===== src/rtl/amo_pkg.sv =====
package amo_pkg;
  typedef enum logic [3:0] {
    OP_SWAP = 4'd0, OP_ADD = 4'd1, OP_XOR = 4'd2, OP_AND = 4'd3, OP_OR = 4'd4,
    OP_MIN = 4'd5, OP_MAX = 4'd6, OP_MINU = 4'd7, OP_MAXU = 4'd8
  } amo_op_e;

  typedef enum logic [1:0] {
    MK_ANNOUNCE = 2'd0, MK_READ = 2'd1, MK_WRITE = 2'd2
  } mem_kind_e;

  typedef enum logic [2:0] {
    EXC_NONE = 3'd0, EXC_EXT = 3'd1, EXC_ILLEGAL = 3'd2, EXC_MISALIGN = 3'd3, EXC_FAULT = 3'd4
  } exc_e;

  typedef enum logic [2:0] {
    ST_IDLE, ST_CHECK, ST_ANNOUNCE, ST_READ, ST_WRITE
  } state_e;

  localparam int unsigned OP_LAST = 8;
endpackage


===== src/rtl/amo_alu.sv =====
module amo_alu import amo_pkg::*; #(
  parameter int XLEN = 64
) (
  input  logic [3:0]      op_i,
  input  logic            word_i,
  input  logic [XLEN-1:0] opnd_i,
  input  logic [XLEN-1:0] loaded_i,
  output logic [XLEN-1:0] res_o
);
  logic [XLEN-1:0] opnd_x;
  logic            lt_s, lt_u;

  if (XLEN > 32) begin : g_wide
    assign opnd_x = word_i ? {{(XLEN-32){opnd_i[31]}}, opnd_i[31:0]} : opnd_i;
  end else begin : g_narrow
    logic unused_word;
    assign unused_word = word_i;
    assign opnd_x = opnd_i;
  end

  assign lt_s = $signed(opnd_x) < $signed(loaded_i);
  assign lt_u = opnd_x < loaded_i;

  always_comb begin
    unique case (amo_op_e'(op_i))
      OP_SWAP: res_o = opnd_x;
      OP_ADD:  res_o = opnd_x + loaded_i;
      OP_XOR:  res_o = opnd_x ^ loaded_i;
      OP_AND:  res_o = opnd_x & loaded_i;
      OP_OR:   res_o = opnd_x | loaded_i;
      OP_MIN:  res_o = lt_s ? opnd_x : loaded_i;
      OP_MAX:  res_o = lt_s ? loaded_i : opnd_x;
      OP_MINU: res_o = lt_u ? opnd_x : loaded_i;
      OP_MAXU: res_o = lt_u ? loaded_i : opnd_x;
      default: res_o = opnd_x;
    endcase
  end
endmodule


===== src/rtl/amo_addr_chk.sv =====
module amo_addr_chk import amo_pkg::*; #(
  parameter int XLEN = 64
) (
  input  logic [3:0] req_op_i,
  input  logic       req_dw_i,
  input  logic [2:0] addr_lsb_i,
  input  logic       word_i,
  output logic       legal_o,
  output logic       misaligned_o
);
  localparam bit DW_OK = (XLEN == 64);

  assign legal_o      = (int'(req_op_i) <= int'(OP_LAST)) && (!req_dw_i || DW_OK);
  assign misaligned_o = word_i ? (addr_lsb_i[1:0] != 2'b00) : (addr_lsb_i != 3'b000);
endmodule


===== src/rtl/amo_unit.sv =====
module amo_unit import amo_pkg::*; #(
  parameter int XLEN = 64
) (
  input  logic            clk_i,
  input  logic            rst_ni,
  input  logic            en_atomics_i,
  input  logic            req_valid_i,
  input  logic [3:0]      req_op_i,
  input  logic            req_dw_i,
  input  logic [XLEN-1:0] req_addr_i,
  input  logic [XLEN-1:0] req_opnd_i,
  input  logic            req_aq_i,
  input  logic            req_rl_i,
  output logic            busy_o,
  output logic            chk_valid_o,
  output logic [XLEN-1:0] chk_addr_o,
  input  logic            chk_reject_i,
  output logic            mem_req_o,
  output logic [1:0]      mem_kind_o,
  output logic [XLEN-1:0] mem_addr_o,
  output logic            mem_dw_o,
  output logic [XLEN-1:0] mem_wdata_o,
  output logic            mem_aq_o,
  output logic            mem_rl_o,
  input  logic            mem_ack_i,
  input  logic            mem_fault_i,
  input  logic            mem_wfail_i,
  input  logic [XLEN-1:0] mem_rdata_i,
  output logic            done_o,
  output logic [2:0]      exc_code_o,
  output logic            int_err_o,
  output logic            rd_we_o,
  output logic [XLEN-1:0] rd_data_o
);
  state_e          state_q;
  logic [3:0]      op_q;
  logic            word_q, aq_q, rl_q;
  logic [XLEN-1:0] addr_q, opnd_q, loaded_q;
  logic            done_q, rd_we_q, int_err_q;
  exc_e            exc_q;
  logic [XLEN-1:0] rd_data_q;

  logic            legal, misaligned;
  logic [XLEN-1:0] rdata_ext, res;

  amo_addr_chk #(.XLEN(XLEN)) u_chk (
    .req_op_i     (req_op_i),
    .req_dw_i     (req_dw_i),
    .addr_lsb_i   (addr_q[2:0]),
    .word_i       (word_q),
    .legal_o      (legal),
    .misaligned_o (misaligned)
  );

  amo_alu #(.XLEN(XLEN)) u_alu (
    .op_i     (op_q),
    .word_i   (word_q),
    .opnd_i   (opnd_q),
    .loaded_i (loaded_q),
    .res_o    (res)
  );

  if (XLEN > 32) begin : g_rext
    assign rdata_ext = word_q ? {{(XLEN-32){mem_rdata_i[31]}}, mem_rdata_i[31:0]} : mem_rdata_i;
  end else begin : g_rnat
    assign rdata_ext = mem_rdata_i;
  end

  assign busy_o      = (state_q != ST_IDLE);
  assign chk_valid_o = (state_q == ST_CHECK);
  assign chk_addr_o  = addr_q;
  assign mem_addr_o  = addr_q;
  assign mem_dw_o    = !word_q;
  assign mem_wdata_o = word_q ? XLEN'(res[31:0]) : res;

  always_comb begin
    mem_req_o  = 1'b0;
    mem_kind_o = MK_ANNOUNCE;
    mem_aq_o   = 1'b0;
    mem_rl_o   = 1'b0;
    unique case (state_q)
      ST_ANNOUNCE: begin
        mem_req_o = 1'b1; mem_kind_o = MK_ANNOUNCE;
        mem_aq_o = aq_q & rl_q; mem_rl_o = rl_q;
      end
      ST_READ: begin
        mem_req_o = 1'b1; mem_kind_o = MK_READ;
        mem_aq_o = aq_q; mem_rl_o = aq_q & rl_q;
      end
      ST_WRITE: begin
        mem_req_o = 1'b1; mem_kind_o = MK_WRITE;
        mem_aq_o = aq_q & rl_q; mem_rl_o = rl_q;
      end
      default: ;
    endcase
  end

  always_ff @(posedge clk_i or negedge rst_ni) begin
    if (!rst_ni) begin
      state_q   <= ST_IDLE;
      op_q      <= '0;
      word_q    <= 1'b1;
      aq_q      <= 1'b0;
      rl_q      <= 1'b0;
      addr_q    <= '0;
      opnd_q    <= '0;
      loaded_q  <= '0;
      done_q    <= 1'b0;
      rd_we_q   <= 1'b0;
      int_err_q <= 1'b0;
      exc_q     <= EXC_NONE;
      rd_data_q <= '0;
    end else begin
      done_q    <= 1'b0;
      rd_we_q   <= 1'b0;
      int_err_q <= 1'b0;
      exc_q     <= EXC_NONE;
      unique case (state_q)
        ST_IDLE: if (req_valid_i) begin
          if (!en_atomics_i || !legal) begin
            done_q <= 1'b1;
            exc_q  <= EXC_ILLEGAL;
          end else begin
            op_q    <= req_op_i;
            word_q  <= !req_dw_i;
            aq_q    <= req_aq_i;
            rl_q    <= req_rl_i;
            addr_q  <= req_addr_i;
            opnd_q  <= req_opnd_i;
            state_q <= ST_CHECK;
          end
        end
        ST_CHECK: begin
          if (chk_reject_i) begin
            done_q <= 1'b1; exc_q <= EXC_EXT; state_q <= ST_IDLE;
          end else if (misaligned) begin
            done_q <= 1'b1; exc_q <= EXC_MISALIGN; state_q <= ST_IDLE;
          end else begin
            state_q <= ST_ANNOUNCE;
          end
        end
        ST_ANNOUNCE: if (mem_ack_i) begin
          if (mem_fault_i) begin
            done_q <= 1'b1; exc_q <= EXC_FAULT; state_q <= ST_IDLE;
          end else begin
            state_q <= ST_READ;
          end
        end
        ST_READ: if (mem_ack_i) begin
          if (mem_fault_i) begin
            done_q <= 1'b1; exc_q <= EXC_FAULT; state_q <= ST_IDLE;
          end else begin
            loaded_q <= rdata_ext;
            state_q  <= ST_WRITE;
          end
        end
        ST_WRITE: if (mem_ack_i) begin
          done_q  <= 1'b1;
          state_q <= ST_IDLE;
          if (mem_fault_i) begin
            exc_q <= EXC_FAULT;
          end else if (mem_wfail_i) begin
            int_err_q <= 1'b1;
          end else begin
            rd_we_q   <= 1'b1;
            rd_data_q <= loaded_q;
          end
        end
        default: state_q <= ST_IDLE;
      endcase
    end
  end

  assign done_o     = done_q;
  assign exc_code_o = exc_q;
  assign int_err_o  = int_err_q;
  assign rd_we_o    = rd_we_q;
  assign rd_data_o  = rd_data_q;


  illegal_fast_chk: assert property (@(posedge clk_i) disable iff (!rst_ni)
    (!busy_o && req_valid_i && !en_atomics_i) |=> (done_o && exc_code_o == 3'd2 && !mem_req_o));

  req_hold_chk: assert property (@(posedge clk_i) disable iff (!rst_ni)
    (mem_req_o && !mem_ack_i) |=> (mem_req_o && $stable(mem_kind_o) && $stable(mem_addr_o)));

  read_flag_chk: assert property (@(posedge clk_i) disable iff (!rst_ni)
    (mem_req_o && mem_kind_o == 2'd1 && mem_rl_o) |-> mem_aq_o);

  write_flag_chk: assert property (@(posedge clk_i) disable iff (!rst_ni)
    (mem_req_o && mem_kind_o != 2'd1 && mem_aq_o) |-> mem_rl_o);

  rd_we_chk: assert property (@(posedge clk_i) disable iff (!rst_ni)
    rd_we_o |-> (done_o && exc_code_o == 3'd0 && !int_err_o));

  fault_end_chk: assert property (@(posedge clk_i) disable iff (!rst_ni)
    (mem_ack_i && mem_fault_i) |=> (done_o && !rd_we_o && !mem_req_o));

  wfail_chk: assert property (@(posedge clk_i) disable iff (!rst_ni)
    int_err_o |-> (done_o && !rd_we_o));

  done_pulse_chk: assert property (@(posedge clk_i) disable iff (!rst_ni)
    done_o |=> !done_o);
endmodule


===== config.mk =====
export PLATFORM = sky130hd
export DESIGN_NAME = amo_unit
export DESIGN_NICKNAME = d
export VERILOG_FILES = /design/src/rtl/amo_pkg.sv /design/src/rtl/amo_alu.sv /design/src/rtl/amo_addr_chk.sv /design/src/rtl/amo_unit.sv
export SDC_FILE = /design/constraint.sdc
export NUM_CORES = 1
export LEC_CHECK = 0
export ABC_CLOCK_PERIOD_IN_PS = 5700
export BUFFER_PORTS_ARGS = -buffer_cell sky130_fd_sc_hd__buf_2
export CAP_MARGIN = 40
export CORE_AREA = 2 2 270 165
export DETAILED_ROUTE_END_ITERATION = 7
export DIE_AREA = 0 0 272 167
export GPL_ROUTABILITY_DRIVEN = 1
export HOLD_SLACK_MARGIN = 0.06
export PLACE_DENSITY = 0.81
export SYNTH_ARGS = -nofsm -noshare
export SYNTH_HDL_FRONTEND = slang
export SYNTH_SLANG_ARGS = --single-unit

===== constraint.sdc =====
create_clock -name clk_i -period 5.7 [get_ports clk_i]
set_input_delay 0.57 -clock clk_i [delete_from_list [all_inputs] [get_ports clk_i]]
set_output_delay 0.57 -clock clk_i [all_outputs]
set_load 0.1 [all_outputs]

# == Word level (Yosys, flattened, before mapping) ==
# Index checks and enable logic that the tools add are counted.
# W data, S select, Z words.
# totals
ff_bits,272
in_bits,207
output_inout_bits,270
elab_cells,103
# op_classes
n_addsub,1
n_lt_le_gt_ge,3
eq_ne,17
muxes,46
bitwise_logic,7
reduce_logical,16
# ops
op,n
$pmux W64 S8,1
$mux W64,7
$lt A64 B64 Y1,2
$add A64 B64 Y64,1
$and A64 B64 Y64,1
$or A64 B64 Y64,1
$xor A64 B64 Y64,1
$mux W3,8
$mux W1,17
$eq A4 B3 Y1 const B,4
$pmux W3 S5,1
$mux W2,7
$ne A2 B2 Y1 const B,5
$pmux W3 S3,1
$eq A4 B2 Y1 const B,2
$eq A3 B2 Y1 const B,2
$reduce_and A3 Y1,2
$reduce_bool A3 Y1,2
$reduce_and A5 Y1,1
$eq A4 B1 Y1 const B,1
$eq A4 B4 Y1 const B,1
$le A4 B4 Y1 const B,1
$logic_not A1 Y1,4
$pmux W1 S2,2
12 further kinds,15

# == Longest topological paths before layout ==
# Gate-level depths: netlist of the first run.
# depth
word_depth,6
mapped_depth,23
depth_no_buf,16

# == Modules after synthesis ==
# Synthesis of the first run repeated with hierarchy kept, for this count alone.
# hier_totals
hier_cells,2362
hier_area_um2,21395.5
# modules_own_cells
mod,instances,cells_each,area_per_inst_um2,seq_area_each_um2
amo_unit,1,785,11219.5,6807.8
amo_alu,1,1573,10151.0,0.0
amo_addr_chk,1,4,25.0,0.0

# == Least setup slack after synthesis of the first run ==
# No wires, ideal clock.
# synth_timing
path_kind,register to output
from,register word_q
to,output mem_wdata_o[60]
arrival_ps,6997
setup_slack_ps,-1867
path_stages_with_launch,21
path_buffers,6
cell_sequence,dfstp_2 > clkbuf_1 > inv_2 > clkbuf_1 > clkbuf_1 > a21oi_1 > ha_1 > buf_2 > nor2b_1 > o21ai_0 > nand2_1 > o31ai_1 > a21boi_0 > nor4_2 > clkbuf_1 > a21boi_0 > nor2_1 > nand2_1 > clkbuf_1 > a221oi_1 > a221oi_1
# synth_between
elab_chain_cells,5
word_cells_on_any_way,13
cone_classes,add/sub (1); order compare (2); mux (7); bitwise (3)
# synth_lines
element,line,text
from (decl),amo_unit.sv:37,"logic word_q, aq_q, rl_q;"
from (signal assigned),amo_unit.sv:125,word_q <= !req_dw_i;
$mux W64,amo_alu.sv:14,"assign opnd_x = word_i ? {{(XLEN-32){opnd_i[31]}}, opnd_i[31:0]} : opnd_i;"
$lt A64 B64 Y1 (on tied branches),"amo_alu.sv:22, amo_alu.sv:21",
$mux W64 (on tied branches),n/a,
$pmux W64 S8,amo_alu.sv:25,unique case (amo_op_e'(op_i))
$mux W64 *,amo_unit.sv:74,assign mem_wdata_o = word_q ? XLEN'(res[31:0]) : res;
to (decl),amo_unit.sv:22,"output logic [XLEN-1:0] mem_wdata_o,"
# Every way passes the cells marked *; elsewhere a longest branch is shown, timed or not.

# == Final worst setup path of the first run ==
# layout_timing
from,register word_q
to,output mem_wdata_o[49]
# Same word-level chain as after synthesis.

==> reports/qor.csv, run 1 <==
metric,value,unit
dp.cells,3141,
synth_largest_area_cell,dfrtp_1,
synth_top_area_share,34.0,%
die_area,45400,um^2
crit_required,5.13,ns
path_delay_family,simple AND/OR/NAND/NOR gates,
critPathBufInv,5,
r2r_cells,5,
synth_nets,2626,
dp_hpwl,51500,um
fmaxAchievable,175,MHz
hold_buffers,0,
drt_iter0_drc,2079,
status,"complete, but fails checks",
startpoint,word_q$_DFFE_PN1P_,
antenna_found_initial,2,
reg2reg_slack,3.09,ns
met3_usage,6.92,%
grt_max_degree,116,
clock-root-buffer,clkbuf_16,
rows,59,
violations,setup timing,
tightest_slew,0.937,ns
syn_area_per_cell,8.97,um^2
nNetsFinal,3026,
max_stage_delay,0.57,ns
clock_skew,0.0244,ns
dpl_cell_area,24000,um^2
initial_core_util,46.6,%
gp_congestion,0.999,
first_pass_iters,6,
drc,0,
die_w,272,um
grt_most_used_layer,met2,
synthTopCellsByCount,"dfrtp_1 (271), mux2_2 (200), ha_1 (192), nand2_1 (192), a21oi_1 (185)",
synth.most_common_cell,dfrtp_1,
rsz0062_at_grt,true,
clock_path_buffers,3,
cts_tree,yes,
r2r-start,state_q[1]$_DFFE_PN0P_,
gr-usage-met2,45.6,%
synth_flop_cell,dfrtp_1,
ys_ff_latch,272,
path_cells,clkinv_4 -> nor2_4 -> buf_6 -> buf_12 -> clkbuf_16 -> a21oi_1 -> ha_1 -> or4_4 -> nor4_4 -> o311ai_2 -> o2111ai_2 -> nor4_4 -> and4_1 -> or3_4 -> or2_4 -> a221o_1 -> a221o_1 -> buf_12,
yosys_warnings,0,
die_y,167,um
io_pins,477,
rr_endpoint,loaded_q[32]$_DFFE_PN0P_,
grt_pass1_wl,108000,um
cts_buffers,27,
grt_pass1_vias,18696,
syn_inst,2226,
final-instance-count-excl-fill,3219,
portBuffers,476,
max-cap-violations,0,
async_flop_share,100,%
htree_levels,1,
period_needed,5.71,ns
cp.arrival,5.14,ns
post_drt_wl_per_cell,22.7,um
ant_nets,0,
met1_usage,42.3,%
cp_num_cells,18,
post-route-period-util,100,%
grt_usage,29.9,%
dr_total_vias,19380,
avgViaCountPerCell,6.02,
whs,0.0241,ns
cpMaxStageDelayCell,dfstp_2,
grt_remaining_overflow,0,
worstSetupEndpointType,output port,
cp-endpoint,mem_wdata_o[49],
finalSetupViolations,8,
hp-class,in2async,
synth_area,20000,um^2
netlist_top_cells_area,"dfrtp_1 (34%), ha_1 (12%), mux2_2 (11%)",
crit_type,reg2out,
area_growth,31.2,%
startpoint_type,register,
slew_headroom,37.6,%
postLayoutCoreUtil,61.1,%
crit_fanout,5,
hold_viol_final,0,
cts.clk_slew.worst_paths,0.06,ns
synth-edff-count,0,
finalMaxSlewViolations,0,
fin_area,26200,um^2
drt_wl_total,73200,um
coreArea,42900,um^2
finalWorstSetupSlack,-0.00837,ns
drive_gt1_share,37.1,%
ys_seq_area_share,34.1,%
yosysUniqueCellTypes,68,
cts_sinks,272,
worstSkewPairLatency,0.59,ns
[placed cells by master, fill, tap and decap left out, types with 21 or more instances in the layout]
master / Yosys / routed
a31oi_1: 50 / 45
nor2_1: 124 / 118
inv_1: 174 / 171
o211ai_1: 24 / 24
nand3_1: 28 / 24
buf_2: 15 / 411
mux2_2: 200 / 200
clkbuf_16: 0 / 32
dfrtp_1: 271 / 271
a22oi_1: 31 / 28
nor2b_1: 21 / 21
o21ai_0: 142 / 130
buf_4: 64 / 77
nand2_1: 192 / 188
nor3_1: 28 / 25
buf_12: 0 / 73
ha_1: 192 / 175
a221o_1: 24 / 24
a21oi_1: 185 / 155
a21o_1: 44 / 43
o21bai_1: 24 / 24
[timing repair]
action                                  CTS  global route
pin swaps                                17            55
buffers inserted                         13            17
endpoints found under the setup margin   60            60
resized for setup                        60           118
cloned                                    2             7
[how the worst min path moves through the flow]
stage                                   start                         to  slack (ns)  cells past startpoint
floorplan                              rst_ni           aq_q$_DFFE_PN0P_        0.27                      0
detailed placement  rd_data_o[17]$_DFFE_PN0P_  rd_data_o[17]$_DFFE_PN0P_        0.49                      1
global route                           rst_ni   rd_data_o[4]$_DFFE_PN0P_        0.11                      1
global placement    rd_data_o[59]$_DFFE_PN0P_  rd_data_o[59]$_DFFE_PN0P_        0.48                      1
CTS                                    rst_ni   rd_data_o[4]$_DFFE_PN0P_        0.08                      1
finish                                 rst_ni   rd_data_o[4]$_DFFE_PN0P_        0.02                      1
[per-stage QoR]
| step | setup WS, ns | setup TNS, ns |
|---|---|---|
| after detailed placement | 0.168 | 0 |
| after global placement | 0.186 | 0 |
| after CTS | 0.000962 | 0 |
| after floorplan | 0.0157 | 0 |
| after global routing | -0.130 | -2.69 |
| final | -0.00837 | -0.0320 |
[area by class of cell]
class,instances,area (um^2)
Fill cell,3503,16700
Multi-Input combinational cell,1565,12700
Sequential cell,272,6810
Timing Repair Buffer,584,4520
Clock buffer,35,746
Tap cell,579,724
Inverter,176,666
Clock inverter,7,73.8
Antenna cell,1,2.50
[metal layers]
metal / vias to the layer above / share of wire (%)
met4: 2 / 3.1
met5: - / 0.037
met1: 9535 / 43
met2: 1019 / 44
li1: 8663 / -
met3: 161 / 10
[worst register-to-register path, stage by stage, from the launching register on]
cell	delay (ns)
dfrtp_1	0.51
nor2b_1	0.32
and3_4	0.62
buf_4	0.76
nor2_1	0.16
a31oi_1	0.18
[flip-flops by register name, summed over array words and instances, names as in the netlist]
register and count:
op_q 4, aq_q 1, state_q 3, done_o 1
exc_code_o 3, rl_q 1, loaded_q 64, int_err_o 1
rd_data_o 64, word_q 1, rd_we_o 1, chk_addr_o 64
opnd_q 64
[cell families (layout without fill, tap and decap cells)]
logic type | count (synthesis) | after routing | share of synthesized area, %
mux | 207 | 207 | 11.6
simple gates | 489 | 489 | 11.4
buf+inv | 389 | 802 | 8.76
xor+xnor | 24 | 24 | 1.05
fa+ha+maj | 193 | 193 | 12.1
compound gates | 652 | 652 | 21.0
other cells | 0 | 1 | 0
flops | 272 | 272 | 34.1
Power of run 1 is left out: the tool's default activity adds up to more than one toggle a clock period on the data nets, which glitch-free logic cannot reach.
==> run 2, diff against run 1 <==
PLACE_DENSITY = 0.74   (was 0.81)
==> run 2 against run 1 <==
  * The flow still finishes with violations (setup timing)
  * Critical path depth up 3
  * Clock skew down 0.0024 ns
  * Global-route usage up 0.56 points
  * Sequential cell count unchanged
  * Clock-buffer cell count up 2
  * First-iteration DRC count up 0.77%
  * Register-to-register slack better by 0.08 ns
  * Wire length down 0.38%
  * Die area unchanged
  * Highest routed layer unchanged
==> reports/qor.csv, run 2 (synthesis gave the netlist of run 1 again) <==
metric,value,unit,change
status,"complete, but fails checks",,
violations,setup timing,,
antenna_found_initial,6,,+4
min_path_cells,3,,
grt_pass1_vias,18652,,-0.24%
avgViaCountPerCell,5.95,,-1.2%
dp_hpwl,52700,um,+2.3%
final_common_cell,buf_2,,
ant_nets,0,,unchanged
reg2reg_slack,3.17,ns,+0.08 ns
slew_headroom,39.4,%,+1.9 points
first_pass_iters,6,,unchanged
rr_endpoint,loaded_q[61]$_DFFE_PN0P_,,
rsz0062_at_grt,true,,
clock_path_buffers,3,,unchanged
nNetsFinal,3043,,+0.56%
die_area,45400,um^2,unchanged
cts_tree,yes,,
drt_wl_total,72900,um,-0.38%
most-common-layout-cells,"buf_2 (411), dfrtp_1 (271), mux2_2 (200), nand2_1 (190), ha_1 (181)",,
io_pins,477,,unchanged
cts_sinks,272,,unchanged
max-cap-violations,0,,unchanged
r2r_cells,5,,unchanged
finalMaxSlewViolations,0,,unchanged
n_fill_cell,3517,,+0.40%
cp.arrival,5.21,ns,+0.07 ns
crit_fanout,6,,+1
die_y,167,um,unchanged
postLayoutCoreUtil,61.5,%,+0.44 points
grt_remaining_overflow,0,,unchanged
holdPathEnd,loaded_q[18]$_DFFE_PN0P_,,
htree_levels,1,,unchanged
post-route-period-util,101,%,+1.2 points
drt_iter0_drc,2095,,+0.77%
whs,0.204,ns,+0.180 ns
clock_skew,0.0220,ns,-0.00243 ns
hold_viol_final,0,,unchanged
drive_gt1_share,37.2,%,+0.13 points
initial_core_util,46.6,%,unchanged
worstSetupEndpointType,output port,,
grt_pass1_wl,110000,um,+1.2%
cts_buffers,28,,+3.7%
finalWorstSetupSlack,-0.0765,ns,-0.0681 ns
clock-root-buffer,clkbuf_16,,
grt_max_degree,148,,+28%
fmaxAchievable,173,MHz,-1.2%
tightest_slew,0.909,ns,-0.0280 ns
rows,59,,unchanged
gp_congestion,0.990,,-0.84%
drc,0,,unchanged
worstSkewPairLatency,0.58,ns,about the same
finalSetupViolations,4,,-4
hp-start,mem_rdata_i[18],,
startpoint_type,register,,
hp-class,in2reg,,
period_needed,5.78,ns,+0.0681 ns
area_growth,32.1,%,
coreArea,42900,um^2,unchanged
portBuffers,476,,unchanged
grt_usage,30.5,%,+0.56 points
die_w,272,um,unchanged
post_drt_wl_per_cell,22.5,um,-1.1%
crit_type,reg2out,,
r2r-start,state_q[1]$_DFFE_PN0P_,,
cts.clk_slew.worst_paths,0.07,ns,about the same
dr_total_vias,19296,,-0.43%
crit_required,5.13,ns,about the same
## run 2: repair_timing
item / in CTS / in global routing
hold endpoints to repair: 52 / 0
setup buffers: 12 / 26
pin swaps: 18 / 52
endpoints found under the setup margin: 59 / 60
cloned: 2 / 4
resized for setup: 71 / 100
hold buffers: 1 / 0
## run 2: worst max-delay path by stage
stage / from / cells after the start / slack [ns] / end
6_report: word_q$_DFFE_PN1P_ / 21 / -0.08 / mem_wdata_o[49]
5_1_grt: word_q$_DFFE_PN1P_ / 21 / -0.23 / mem_wdata_o[49]
4_1_cts: word_q$_DFFE_PN1P_ / 20 / -0.004 / mem_wdata_o[49]
3_5_place_dp: word_q$_DFFE_PN1P_ / 20 / 0.09 / mem_wdata_o[31]
3_3_place_gp: word_q$_DFFE_PN1P_ / 20 / 0.26 / mem_wdata_o[31]
2_1_floorplan: word_q$_DFFE_PN1P_ / 22 / 0.02 / mem_wdata_o[27]
## run 2: per-layer routing
| layer | routed length (um) | track usage [%] | share of wire, % | vias to the layer above |
|---|---|---|---|---|
| li1 | - | - | - | 8701 |
| met1 | 32900 | 45.3 | 45 | 9526 |
| met2 | 31800 | 45.6 | 44 | 949 |
| met3 | 6710 | 6.26 | 9.2 | 112 |
| met4 | 1390 | 6.35 | 1.9 | 8 |
| met5 | 54 | 0 | 0.074 | - |
## run 2: cell type report
type | count | area (um^2) | area share [%]
flip-flops and latches | 272 | 6810 | 25.8
clock buffers | 37 | 764 | 2.90
inverters | 176 | 663 | 2.51
diodes | 2 | 5.00 | 0.0190
repair buffers | 599 | 4580 | 17.4
multi-input cells | 1566 | 12700 | 48.1
well taps | 579 | 724 | 2.75
clock inverters | 12 | 141 | 0.536
## run 2: stage by stage
stage | setup slack [ns] | cells | TNS [ns] | area [um^2]
2_1_floorplan | 0.0157 | 2226 | 0 | 20400
3_3_place_gp | 0.259 | 3146 | 0 | 24000
3_5_place_dp | 0.0925 | 3151 | 0 | 24100
4_1_cts | -0.00394 | 3215 | -0.00826 | 25500
5_1_grt | -0.225 | 3242 | -4.98 | 26400
6_report | -0.0765 | 3243 | -0.146 | 26400
## run 2: worst max-delay path, stage by stage (launching register included)
cell,delay [ns]
dfstp_2,0.58
inv_4,0.05
nor2_4,0.12
buf_12,0.12
buf_12,0.12
buf_6,0.10
a21oi_4,0.04
ha_4,0.27
nor4_4,0.25
buf_4,0.16
nand4_1,0.10
buf_6,0.17
nor3_4,0.23
nand3_2,0.12
a31oi_4,0.20
nor4_4,0.08
and4_1,0.23
or3_4,0.39
or2_4,0.32
a221o_1,0.37
a221o_1,0.39
buf_12,0.18
Power of run 2 is left out for the same reason.
==> run 3, diff against run 2 <==
ABC_AREA = 1   (was not set)
CORE_AREA = 2 2 292 179   (was 2 2 270 165)
DIE_AREA = 0 0 294 181   (was 0 0 272 167)
PLACE_DENSITY = 0.72   (was 0.74)
==> run 3 against run 2 <==
  * The run now ends clean
  * Worst hold slack worse by 0.018 ns
  * Area after synthesis up 18%
  * Via count up 36%
  * Critical path depth down 1
  * Sequential cell count unchanged
  * Sequential share of layout area down 1.7 points
  * Largest cell class unchanged
==> reports/qor.csv, run 3 <==
metric,value,unit,change
status,completed,,
post-route-period-util,98.1,%,-3.2 points
drive_gt1_share,19.7,%,-18 points
startpoint,word_q$_DFFE_PN1P_,,
hp-class,in2reg,,
synth_largest_area_cell,dfrtp_1,,
startpoint_type,register,,
die_area,53200,um^2,+17%
max-cap-violations,0,,unchanged
hold_viol_final,0,,unchanged
synth_adder_area_share,10.3,%,-1.8 points
fmaxAchievable,179,MHz,+3.3%
avgViaCountPerCell,5.85,,-1.8%
crit_fanout,32,,+26
ys_ff_latch,272,,unchanged
gp_congestion,1.10,,+11%
dr_total_vias,26235,,+36%
antenna_found_initial,0,,-6
synth_top_family_by_area,simple AND/OR/NAND/NOR gates,,
drt_wl_total,98300,um,+35%
synthTopCellsByCount,"nand2_1 (761), nor2_1 (400), inv_1 (341)",,
clock-root-buffer,clkbuf_16,,
nNetsFinal,4209,,+38%
clock_skew,0.0156,ns,-0.00640 ns
most-common-layout-cells,"nand2_1 (759), buf_2 (413), nor2_1 (396), inv_1 (337), o21ai_0 (309)",,
ant_nets,0,,unchanged
min_path_cells,2,,-1
cp.arrival,5.02,ns,-0.19 ns
cts_tree,yes,,
fin_tns_setup,0,ns,+0.146 ns
finalMaxSlewViolations,0,,unchanged
synth_area,23600,um^2,+18%
crit_type,reg2out,,
synth-edff-count,0,,unchanged
synth-simple-area-share,27.6,%,+16 points
rr_endpoint,loaded_q[12]$_DFFE_PN0P_,,
die_w,294,um,+8.1%
synth_top_area_share,28.8,%,-5.2 points
post_drt_wl_per_cell,21.9,um,-2.6%
synth_nets,3860,,+47%
reg2reg_slack,3.05,ns,-0.12 ns
finalSetupViolations,0,,-4
synthXorXnorAreaFrac,0.0744,%,-0.98 points
syn_inst,3460,,+55%
cts_sinks,272,,unchanged
seqCellArea,6810,um^2,unchanged
r2r_cells,8,,+3
grt_pass1_vias,24040,,+29%
netlist_top_cells_area,"dfrtp_1 (29%), nand2_1 (12%), ha_1 (10%)",,
muxShareOfSynthArea,4.69,%,-6.9 points
drt_iter0_drc,3459,,+65%
initial_core_util,46.8,%,+0.19 points
multi_input_area,14400,um^2,+13%
cts.clk_slew.worst_paths,0.07,ns,about the same
clock_path_buffers,3,,unchanged
cts_buffers,27,,-3.6%
portBuffers,476,,unchanged
grt_pass1_wl,147000,um,+34%
synth.most_common_cell,nand2_1,,
n_fill_cell,4912,,+40%
dp_hpwl,75900,um,+44%
grt_remaining_overflow,0,,unchanged
synth_compound_area_share,17.8,%,-3.2 points
period_needed,5.59,ns,-0.182 ns
yosys_warnings,0,,unchanged
worstSetupEndpointType,output port,,
first_pass_iters,6,,unchanged
syn_area_per_cell,6.81,um^2,-24%
final_common_cell,nand2_1,,
whs,0.186,ns,-0.0175 ns
rows,64,,+8.5%
async_flop_share,100,%,unchanged
holdPathEnd,word_q$_DFFE_PN1P_,,
r2r-start,state_q[2]$_DFFE_PN0P_,,
hp-start,req_dw_i,,
rsz0062_at_grt,true,,
htree_levels,1,,unchanged
synth_flop_cell,dfrtp_1,,
worstSkewPairLatency,0.59,ns,about the same
yosysUniqueCellTypes,50,,-26%
tightest_slew,0.972,ns,+0.0632 ns
ys_seq_area_share,28.9,%,-5.2 points
grt_max_degree,147,,-0.68%
die_y,181,um,+8.4%
io_pins,477,,unchanged
crit_required,5.13,ns,about the same
coreArea,50400,um^2,+17%
slew_headroom,35.2,%,-4.2 points
grt_usage,35.7,%,+5.3 points
drc,0,,unchanged
n_antenna_cell,0,,-2
area_growth,20.1,%,
run 3: cell types whose count changed after synthesis, sizes merged, moves of 20 or more:
cell    before  now
nand4       17   46
nand3       28  283
inv        176  353
o22ai        7   27
a21o        44    8
nor2       124  401
a221oi      43   22
nand2      192  766
a21oi      185  293
mux2       200   98
nor2b       21    0
o21ai      142  314
a22oi       31    0
a221o       24    0
run 3: layout make-up:
type | instances | area share [%]
clock buffer | 37 | 2.77
clock inverter | 11 | 0.447
inverter | 355 | 4.74
multi-input combinational | 2607 | 50.9
sequential | 272 | 24.1
tap | 660 | 2.92
timing repair buffer | 546 | 14.1
run 3: repair_timing:
action                     CTS  global route
resized for setup            4            28
pin swaps                    1             0
setup buffers                2             0
setup endpoints to repair   63            64
hold buffers                 1             0
hold endpoints to repair    55             0
run 3: metal layers:
metal,GRT usage (%),up-vias,share of wire [%]
met5,0,-,0
met4,6.76,0,2.0
met1,55.4,12349,45
met2,47.1,1605,39
met3,12.1,162,14
li1,-,12119,-
run 3: how the worst max path moves through the flow:
stage	depth (start not counted)	to	slack, ns
2_1_floorplan	21	mem_wdata_o[50]	0.28
3_3_place_gp	20	mem_wdata_o[30]	0.31
3_5_place_dp	20	mem_wdata_o[30]	0.31
4_1_cts	20	mem_wdata_o[48]	0.06
5_1_grt	24	mem_wdata_o[53]	-0.02
6_report	20	mem_wdata_o[20]	0.11
run 3: stage by stage:
step	util (%)	instance area, um^2	std cells	worst slack, ns
detailed placement	54.0	27200	4437	0.312
global placement	53.9	27200	4434	0.306
CTS	55.9	28200	4488	0.0583
finish	56.1	28300	4488	0.106
global route	56.1	28300	4488	-0.0224
floorplan	-	23600	3460	0.282
run 3: kinds of logic after synthesis:
kind of cell,after synthesis
buffers and inverters,581
flip-flops,272
AO/OA/AOI/OAI,762
XOR/XNOR,2
AND/OR/NAND/NOR,1552
adder cells (fa/ha/maj),193
multiplexers,98
run 3: critical path, cell delays in order (launching register included):
cell,delay (ns)
dfstp_2,0.64
nand2_1,0.08
inv_1,0.10
buf_12,0.24
a21oi_1,0.07
buf_4,0.16
ha_1,0.42
inv_2,0.10
nand3_1,0.08
nor2_1,0.15
nand4_1,0.21
nor3b_2,0.25
nand2_2,0.16
nand2_4,0.15
nand2_2,0.12
nand3_1,0.13
buf_4,0.26
nand4_1,0.36
a21oi_1,0.38
nand2_1,0.15
buf_12,0.19
Power of run 3 is left out for the same reason.
